==> src/rtl/mimic_pkg.sv <==
package mimic_pkg;
   localparam int HA_W     = 3;
   localparam int BYTE_W   = 8;
   localparam logic [HA_W-1:0] H_DIV_LO = 3'd0;
   localparam logic [HA_W-1:0] H_DIV_HI = 3'd1;
   localparam logic [HA_W-1:0] H_LINE   = 3'd3;
   localparam logic [HA_W-1:0] H_MODEM  = 3'd6;
   localparam logic [HA_W-1:0] H_SCRAT  = 3'd7;
   localparam int N_LINES  = 4;
   localparam int RING_IDX = 2;
endpackage

==> src/rtl/mimic_modem_stat.sv <==
module mimic_modem_stat
   import mimic_pkg::*;
#(
   parameter int LINES = N_LINES,
   parameter int FALL_ONLY_IDX = RING_IDX
) (
   input  logic             clk,
   input  logic             rst_n,
   input  logic             set_we,
   input  logic [LINES-1:0] set_val,
   input  logic             host_rd,
   output logic [2*LINES-1:0] stat
);
   logic [LINES-1:0] line_q;
   logic [LINES-1:0] delta_q;
   logic [LINES-1:0] evt;

   for (genvar i = 0; i < LINES; i++) begin : g_line
      if (i == FALL_ONLY_IDX) begin : g_fall
         assign evt[i] = set_we & line_q[i] & ~set_val[i];
      end else begin : g_any
         assign evt[i] = set_we & (line_q[i] ^ set_val[i]);
      end
      always_ff @(posedge clk or negedge rst_n) begin
         if (!rst_n)       delta_q[i] <= 1'b0;
         else if (evt[i])  delta_q[i] <= 1'b1;
         else if (host_rd) delta_q[i] <= 1'b0;
      end
   end

   always_ff @(posedge clk or negedge rst_n) begin
      if (!rst_n)      line_q <= '0;
      else if (set_we) line_q <= set_val;
   end

   assign stat = {line_q, delta_q};

   // a read with no concurrent write leaves every change bit clear
   a_r5_read_clears: assert property (@(posedge clk) disable iff (!rst_n)
      (host_rd && !set_we) |=> (stat[LINES-1:0] == '0));
   // a transition on the read cycle keeps its change bit
   a_r6_evt_wins: assert property (@(posedge clk) disable iff (!rst_n)
      (host_rd && set_we && (set_val[0] != stat[LINES])) |=> stat[0]);
   // rising ring edge from a clear flag leaves it clear
   a_r4_ring_rise: assert property (@(posedge clk) disable iff (!rst_n)
      (set_we && !stat[LINES+FALL_ONLY_IDX] && set_val[FALL_ONLY_IDX]
       && !stat[FALL_ONLY_IDX]) |=> !stat[FALL_ONLY_IDX]);
   // carrier change sets its flag
   a_r3_dcd_delta: assert property (@(posedge clk) disable iff (!rst_n)
      (set_we && (set_val[LINES-1] != stat[2*LINES-1])) |=> stat[LINES-1]);
endmodule

==> src/rtl/mimic_host_regs.sv <==
module mimic_host_regs
   import mimic_pkg::*;
#(
   parameter int DATA_W = BYTE_W,
   parameter int DLAB_POS = 7
) (
   input  logic              clk,
   input  logic              rst_n,
   input  logic [HA_W-1:0]   haddr,
   input  logic [DATA_W-1:0] hwdata,
   input  logic              hwr,
   output logic              dlab,
   output logic [DATA_W-1:0] line_q,
   output logic [DATA_W-1:0] scr_q,
   output logic [DATA_W-1:0] div_lo_q,
   output logic [DATA_W-1:0] div_hi_q,
   output logic              div_wr
);
   logic wr_lo, wr_hi;

   assign dlab   = line_q[DLAB_POS];
   assign wr_lo  = hwr && dlab && (haddr == H_DIV_LO);
   assign wr_hi  = hwr && dlab && (haddr == H_DIV_HI);
   assign div_wr = wr_lo | wr_hi;

   always_ff @(posedge clk or negedge rst_n) begin
      if (!rst_n) begin
         line_q   <= '0;
         scr_q    <= '0;
         div_lo_q <= '0;
         div_hi_q <= '0;
      end else begin
         if (hwr && haddr == H_LINE)  line_q   <= hwdata;
         if (hwr && haddr == H_SCRAT) scr_q    <= hwdata;
         if (wr_lo)                   div_lo_q <= hwdata;
         if (wr_hi)                   div_hi_q <= hwdata;
      end
   end

   // with access bit clear, offset 0/1 writes leave the divisor intact
   a_r8_gated: assert property (@(posedge clk) disable iff (!rst_n)
      (hwr && !dlab && haddr <= H_DIV_HI) |=> ($stable(div_lo_q) && $stable(div_hi_q)));
endmodule

==> src/rtl/mimic_irq_flag.sv <==
module mimic_irq_flag (
   input  logic clk,
   input  logic rst_n,
   input  logic set_i,
   input  logic ack_i,
   output logic flag_o
);
   always_ff @(posedge clk or negedge rst_n) begin
      if (!rst_n)     flag_o <= 1'b0;
      else if (set_i) flag_o <= 1'b1;
      else if (ack_i) flag_o <= 1'b0;
   end

   // set raises the flag on the next cycle
   a_r9_set: assert property (@(posedge clk) disable iff (!rst_n)
      set_i |=> flag_o);
   // without an acknowledge the flag holds
   a_r9_hold: assert property (@(posedge clk) disable iff (!rst_n)
      (flag_o && !ack_i) |=> flag_o);
   // set and acknowledge together keep it high
   a_r10_set_wins: assert property (@(posedge clk) disable iff (!rst_n)
      (set_i && ack_i) |=> flag_o);
endmodule

==> src/rtl/uart_mimic_bridge.sv <==
module uart_mimic_bridge
   import mimic_pkg::*;
#(
   parameter int DATA_W   = BYTE_W,
   parameter int LADDR_W  = 8,
   parameter int DLAB_POS = 7,
   parameter logic [LADDR_W-1:0] L_MODEM  = 8'hF6,
   parameter logic [LADDR_W-1:0] L_SCRAT  = 8'hF7,
   parameter logic [LADDR_W-1:0] L_DIV_LO = 8'hF8,
   parameter logic [LADDR_W-1:0] L_DIV_HI = 8'hF9
) (
   input  logic               clk,
   input  logic               rst_n,
   input  logic [HA_W-1:0]    haddr,
   input  logic [DATA_W-1:0]  hwdata,
   input  logic               hwr,
   input  logic               hrd,
   output logic [DATA_W-1:0]  hrdata,
   input  logic [LADDR_W-1:0] laddr,
   input  logic [DATA_W-1:0]  lwdata,
   input  logic               lwr,
   input  logic               lrd,
   output logic [DATA_W-1:0]  lrdata,
   output logic               lirq
);
   localparam int LINES = N_LINES;

   if (DATA_W != 2*LINES) begin : g_bad_width
      $error("DATA_W must be twice the modem line count");
   end
   if (DLAB_POS >= DATA_W) begin : g_bad_dlab
      $error("DLAB_POS outside the line control byte");
   end
   if (L_MODEM == L_SCRAT || L_DIV_LO == L_DIV_HI || L_SCRAT == L_DIV_LO) begin : g_bad_map
      $error("local offsets overlap");
   end

   logic              dlab, div_wr, modem_we, host_modem_rd, irq_ack;
   logic [DATA_W-1:0] line_q, scr_q, div_lo_q, div_hi_q, modem_q;
   wire  unused_lw_low = ^lwdata[LINES-1:0];

   assign modem_we      = lwr && (laddr == L_MODEM);
   assign host_modem_rd = hrd && (haddr == H_MODEM);
   assign irq_ack       = lrd && (laddr == L_DIV_LO || laddr == L_DIV_HI);

   mimic_host_regs #(.DATA_W(DATA_W), .DLAB_POS(DLAB_POS)) u_hregs (
      .clk, .rst_n, .haddr, .hwdata, .hwr,
      .dlab, .line_q, .scr_q, .div_lo_q, .div_hi_q, .div_wr
   );

   mimic_modem_stat #(.LINES(LINES)) u_modem (
      .clk, .rst_n,
      .set_we (modem_we),
      .set_val(lwdata[DATA_W-1:LINES]),
      .host_rd(host_modem_rd),
      .stat   (modem_q)
   );

   mimic_irq_flag u_irq (
      .clk, .rst_n, .set_i(div_wr), .ack_i(irq_ack), .flag_o(lirq)
   );

   always_comb begin
      unique case (haddr)
         H_DIV_LO: hrdata = dlab ? div_lo_q : '0;
         H_DIV_HI: hrdata = dlab ? div_hi_q : '0;
         H_LINE:   hrdata = line_q;
         H_MODEM:  hrdata = modem_q;
         H_SCRAT:  hrdata = scr_q;
         default:  hrdata = '0;
      endcase
   end

   always_comb begin
      if      (laddr == L_MODEM)  lrdata = modem_q;
      else if (laddr == L_SCRAT)  lrdata = scr_q;
      else if (laddr == L_DIV_LO) lrdata = div_lo_q;
      else if (laddr == L_DIV_HI) lrdata = div_hi_q;
      else                        lrdata = '0;
   end

   // scratch writes never raise the interrupt
   a_r7_scr_quiet: assert property (@(posedge clk) disable iff (!rst_n)
      (!lirq && hwr && haddr == H_SCRAT) |=> !lirq);
   // host write to the modem offset alone changes nothing there
   a_r2_host_ro: assert property (@(posedge clk) disable iff (!rst_n)
      (hwr && haddr == H_MODEM && !lwr && !hrd) |=> $stable(modem_q));
endmodule

==> config.mk <==
export PLATFORM = sky130hd
export DESIGN_NAME = uart_mimic_bridge
export DESIGN_NICKNAME = d
export VERILOG_FILES = /design/src/rtl/mimic_pkg.sv /design/src/rtl/mimic_modem_stat.sv /design/src/rtl/mimic_host_regs.sv /design/src/rtl/mimic_irq_flag.sv /design/src/rtl/uart_mimic_bridge.sv
export SDC_FILE = /design/constraint.sdc
export NUM_CORES = 1
export LEC_CHECK = 0
export ABC_CLOCK_PERIOD_IN_PS = 1600
export CAP_MARGIN = 20
export CORE_ASPECT_RATIO = 0.6
export CORE_MARGIN = 2
export CORE_UTILIZATION = 63
export DETAILED_ROUTE_END_ITERATION = 6
export DONT_BUFFER_PORTS = 1
export PLACE_DENSITY_LB_ADDON = 0.1
export SLEW_MARGIN = 20
export SYNTH_ARGS = -nofsm -noshare
export SYNTH_HDL_FRONTEND = slang
export SYNTH_HIERARCHICAL = 1
export SYNTH_SLANG_ARGS = --single-unit
==> constraint.sdc <==
create_clock -name clk -period 1.6 [get_ports clk]
set_input_delay 0.4 -clock clk [delete_from_list [all_inputs] [get_ports clk]]
set_output_delay 0.4 -clock clk [all_outputs]
set_load 0.005 [all_outputs]
* After elaboration in Yosys (flattened, before gate mapping)
Cells that the tools add are included.
** Storage, ports and cells
- Register bits after elaboration :: 41
- Input bits :: 33
- Output and inout bits :: 17
- Logic and storage cells :: 57
** Cells by class
- Eq/ne operators :: 8
- Mux-type cells :: 14
- Bitwise logic cells :: 10
- Reduce and logical (&&, ||, !) cells :: 15
** Operator list (count)
- two-way mux 8 bit :: 6
- case mux 8 bit (5 select lines) :: 1
- == test 8 bit (second input constant) :: 4
- nonzero test 2 bit :: 5
- logical AND 1 bit :: 8
- two-way mux 1 bit :: 7
- == test 3 bit (second input constant) :: 2
- bitwise AND 1 bit :: 5
- == test 3 x 1 -> 1 bit (second input constant) :: 1
- == test 3 x 2 -> 1 bit (second input constant) :: 1
- logical NOT 3 bit :: 1
- bitwise XOR 1 bit :: 3
- logical OR 1 bit :: 1
- inverter 1 bit :: 1
- bitwise OR 1 bit :: 1

* Depth between registers and ports, before layout
- Word-level depth :: 5
- Gate-level depth with buffers :: 6
- Mapped depth without buffers :: 4

* Cells and area by module
The synthesis kept the hierarchy.
** Modules (own cells, without submodules)
- mimic_host_regs :: times used 1, cells each 71, area each 1282.5 um^2, sequential area each 800.8 um^2
- uart_mimic_bridge :: times used 1, cells each 83, area each 673.1 um^2, sequential area each 0.0 um^2
- mimic_modem_stat :: times used 1, cells each 22, area each 344.1 um^2, sequential area each 200.2 um^2
- mimic_irq_flag :: times used 1, cells each 3, area each 36.3 um^2, sequential area each 25.0 um^2

* Worst setup path after synthesis
OpenSTA, ideal clock, no wires.
- Path type :: input -> register
- Start :: input laddr[0]
- End :: register u_modem.line_q[0]
- Setup time :: 125 ps
- Data arrival time :: 1534 ps
- Data required time :: 1475 ps
- Path slack :: -59 ps
- Cell stages on the path :: 5
- Buffers on the path :: 3
- Cell sequence :: buf_4 buf_4 nor4_1 buf_6 mux2_4
** Between the ends
- Word-level cells in the longest chain between the ends :: 2
** RTL lines
- start, declared :: line uart_mimic_bridge.sv:19 : input logic [LADDR_W-1:0] laddr,
- == test 8 bit :: line uart_mimic_bridge.sv:42 : assign modem_we = lwr && (laddr == L_MODEM);
- logical AND 1 bit :: line uart_mimic_bridge.sv:42
- named net modem_we :: line uart_mimic_bridge.sv:38 : logic dlab, div_wr, modem_we, host_modem_rd, irq_ack;
- end signal, assigned :: line mimic_modem_stat.sv:33 : else if (set_we) line_q <= set_val;
- end, declared :: line mimic_modem_stat.sv:14 : logic [LINES-1:0] line_q;
The timed path passes the listed nets, and every way through them passes these cells.
A chain may end at the register's enable or synchronous reset.

* Worst setup path in the final report
- Start :: register u_hregs.line_q[7]
- End :: output hrdata[5]
** Between the ends
- Word-level cells in the longest chain between the ends :: 2
- Elaborated cells on any way between the ends :: 3
- Those cells by class :: 3 x mux
** RTL lines
- start, declared :: line mimic_host_regs.sv:13 : output logic [DATA_W-1:0] line_q,
- start signal, assigned :: line mimic_host_regs.sv:33 : if (hwr && haddr == H_LINE) line_q <= hwdata;
- two-way mux 8 bit, on equally long branches :: line uart_mimic_bridge.sv:66, uart_mimic_bridge.sv:65
- case mux 8 bit (5 select lines) (*) :: line uart_mimic_bridge.sv:64 : unique case (haddr)
- end, declared :: line uart_mimic_bridge.sv:18 : output logic [DATA_W-1:0] hrdata,
Every way passes the cells marked *; elsewhere a longest branch is shown, timed or not.

==> flow_summary.json <==
{
  "ioPinCount": 50,
  "fmax_mhz": 559.4,
  "grt_first_pass_wirelength_um": 8556,
  "dieHeight_um": 51.17,
  "num_vias": 1567,
  "cts_root_buf": "clkbuf_8",
  "viasPerCell": 6.502,
  "antenna_found_initial": 0,
  "routed_wl_um": 5520,
  "ir_drop_mv": 0.7164,
  "grt_usage": 0.2861,
  "syn_inst": 179,
  "drtIter0Drc": 124,
  "dieArea_mm2": 0.004227,
  "setup_viol": 16,
  "synthDistinctLibCells": 34,
  "hp-class": "input port to register",
  "avgSynthCellArea_um2": 13.05,
  "clk_latency_ns": 0.29,
  "cap_violations": 0,
  "drv_slew": 0,
  "cts_tree": "done",
  "hold_viol": 0,
  "tightest_slew_ns": 0.4054,
  "core_area_mm2": 0.003616,
  "netlist_area_mm2": 0.002336,
  "fin_setup_tns_ns": -1.788,
  "portBuffers": 0,
  "placed_area_mm2": 0.002395,
  "timing.hold.ws_ns": 0.1945,
  "syn2layout_area_growth_pct": 11.19,
  "cts_max_path_buffers": 2,
  "worst_ep_required_time_ns": 1.20,
  "crit_fanout": 5,
  "period_minus_slack_ns": 1.788,
  "status": "complete, but fails checks",
  "relSlewSlack": 0.7291,
  "fill_cells": 264,
  "p_total_mw": 2.722,
  "powerDensity_mw_per_mm2": 1048,
  "place_congestion": 0.8288,
  "synth-seq-cells": 41,
  "synth_edf_count": 0,
  "timing.final.ws_setup_ns": -0.1876,
  "rsz0062_at_grt": "yes",
  "worstSetupEndpointType": "primary output",
  "cts_max_level": 2,
  "overflow": 0,
  "final_area_mm2": 0.002597,
  "dr.pass1.iters": 5,
  "yosys_most_used_dff": "dfrtp_1",
  "start_util": 0.6460,
  "syn_nets": 212,
  "rows": 17,
  "synth-warning-count": 6,
  "leakage_nw": 1.144,
  "nets": 226,
  "grt_start_max_net_pins": 42,
  "dp_hpwl_um": 3708,
  "async_reset_ff_frac": 1.000,
  "cts.reportedPaths.clkPinSlew_ns": 0.08,
  "yosysSeqAreaShare": 0.4392,
  "wire_per_inst_um": 22.90,
  "startpoint_type": "register",
  "grt_pass1_vias": 1621,
  "finalCritPeriodShare": 1.117,
  "cts_made_buffers": 5,
  "die_w_um": 82.61,
  "clock-sinks": 41,
  "ant_nets": 0,
  "violations": "negative setup slack",
  "post-place-ws_ns": -0.09180,
  "drc": 0,
  "drive_above_1_share": 0.4124,
  "arrival_ns": 1.39,
  "crit_type": "register to primary output",
  "skew_ns": 0.006756,
  "diodes": 0
}
[repair_timing]
action | CTS | global route
setup buffers | 4 | 1
endpoints found under the setup margin | 16 | 16
resized for setup | 12 | 2
hold buffers | 2 | 0
pin swaps | 13 | 4
endpoints found under the hold margin | 41 | 0
gates cloned | 1 | 0
[routing by layer]
layer | wire [µm] | GRT usage
met3 | 447 | 0.08657
met5 | 0 | 0
met2 | 2685 | 0.4462
met4 | 106 | 0.1038
met1 | 2282 | 0.3792
[cell type report]
class | instances | area [µm²] | share of cell area
multi-input cells | 122 | 1241 | 0.4778
flip-flops and latches | 41 | 1026 | 0.3950
repair buffers | 18 | 170.2 | 0.06551
clock buffers | 6 | 72.57 | 0.02794
well taps | 47 | 58.81 | 0.02264
inverters | 5 | 18.77 | 0.007225
clock inverters | 2 | 10.01 | 0.003854
[critical path, stage by stage (launching register included)]
cell,delay [ns]
dfrtp_1,0.43
nor4bb_4,0.18
buf_4,0.16
a221o_1,0.33
[Yosys cell counts (2+ instances only)]
cell      instances  area, µm²
a211oi_1          8      60.06
a21oi_1           8      40.04
a221o_1           8      80.08
a22o_2            3      30.03
buf_2             2      10.01
buf_4             3      22.52
buf_6             4      45.04
dfrtp_1          41       1026
inv_1             4      15.01
mux2_2           24      270.3
mux2_4           12      180.2
mux2i_1          24      240.2
nor2_1            8      30.03
o22a_1            8      70.07
xor2_1            3      26.28
[power breakdown]
part	switching (mW)	internal, mW
Clock	0.360	0.303
Sequential	0.190	1.27
Combinational	0.211	0.384
Total	0.762	1.96
[kinds of logic (layout without fill, tap and decap cells)]
group / count (synthesis) / in the layout / synth area share
AOI/OAI and AO/OA: 37 / 37 / 0.1269
and+or+nand+nor: 22 / 22 / 0.07499
muxes: 60 / 60 / 0.2957
xor gates and xnor gates: 3 / 3 / 0.01125
DFF: 41 / 41 / 0.4392
buffers and inverters: 16 / 31 / 0.05195
[cells in the final DEF, fill, tap and decap left out, drive strengths merged]
| cell type | instances |
|---|---|
| dfrtp | 41 |
| nand4b | 1 |
| nand4 | 2 |
| a211oi | 8 |
| mux2i | 24 |
| or3b | 1 |
| nor2 | 8 |
| buf | 17 |
| clkbuf | 6 |
| clkinv | 3 |
| nor2b | 1 |
| o22a | 8 |
| nor4bb | 1 |
| o2bb2ai | 1 |
| nor3 | 1 |
| nor4b | 1 |
| a21o | 1 |
| and4bb | 1 |
| a21oi | 8 |
| nand2 | 2 |
| dlygate4sd3 | 1 |
| a221o | 8 |
| nor4 | 1 |
| nand3b | 1 |
| mux2 | 36 |
| inv | 4 |
| a22o | 3 |
| xor2 | 3 |
| and4b | 1 |
[per-stage QoR]
stage	util	cells
final	0.7183	241
after global routing	0.7183	241
after CTS	0.7149	240
after detailed placement	0.6623	225
after global placement	0.6623	225
after floorplan	-	179
[path summary, 6_finish.rpt]
kind / startpoint / endpoint / slack [ns] / cells past startpoint
max: u_hregs/line_q[7] / hrdata[5] / -0.19 / 3
min: lwdata[6] / u_modem/stat[2] / 0.19 / 1
max reg2reg: u_hregs/line_q[7] / u_hregs/div_lo_q[3] / 0.06 / 5
min reg2reg: u_irq/flag_o / u_irq/flag_o / 0.51 / 1
max in group asynchronous: rst_n / u_hregs/div_hi_q[5] / 0.84 / 2
min in group asynchronous: rst_n / u_modem/stat[0] / 0.57 / 2
[registers in the layout, summed over array words and instances, names as in the netlist]
name and cells:
u_modem/line_q 4, u_hregs/scr_q 8, u_modem/stat 4, u_hregs/line_q 8
u_hregs/div_hi_q 8, u_hregs/div_lo_q 8, u_irq/flag_o 1
Power figures use the tool's default switching activity.
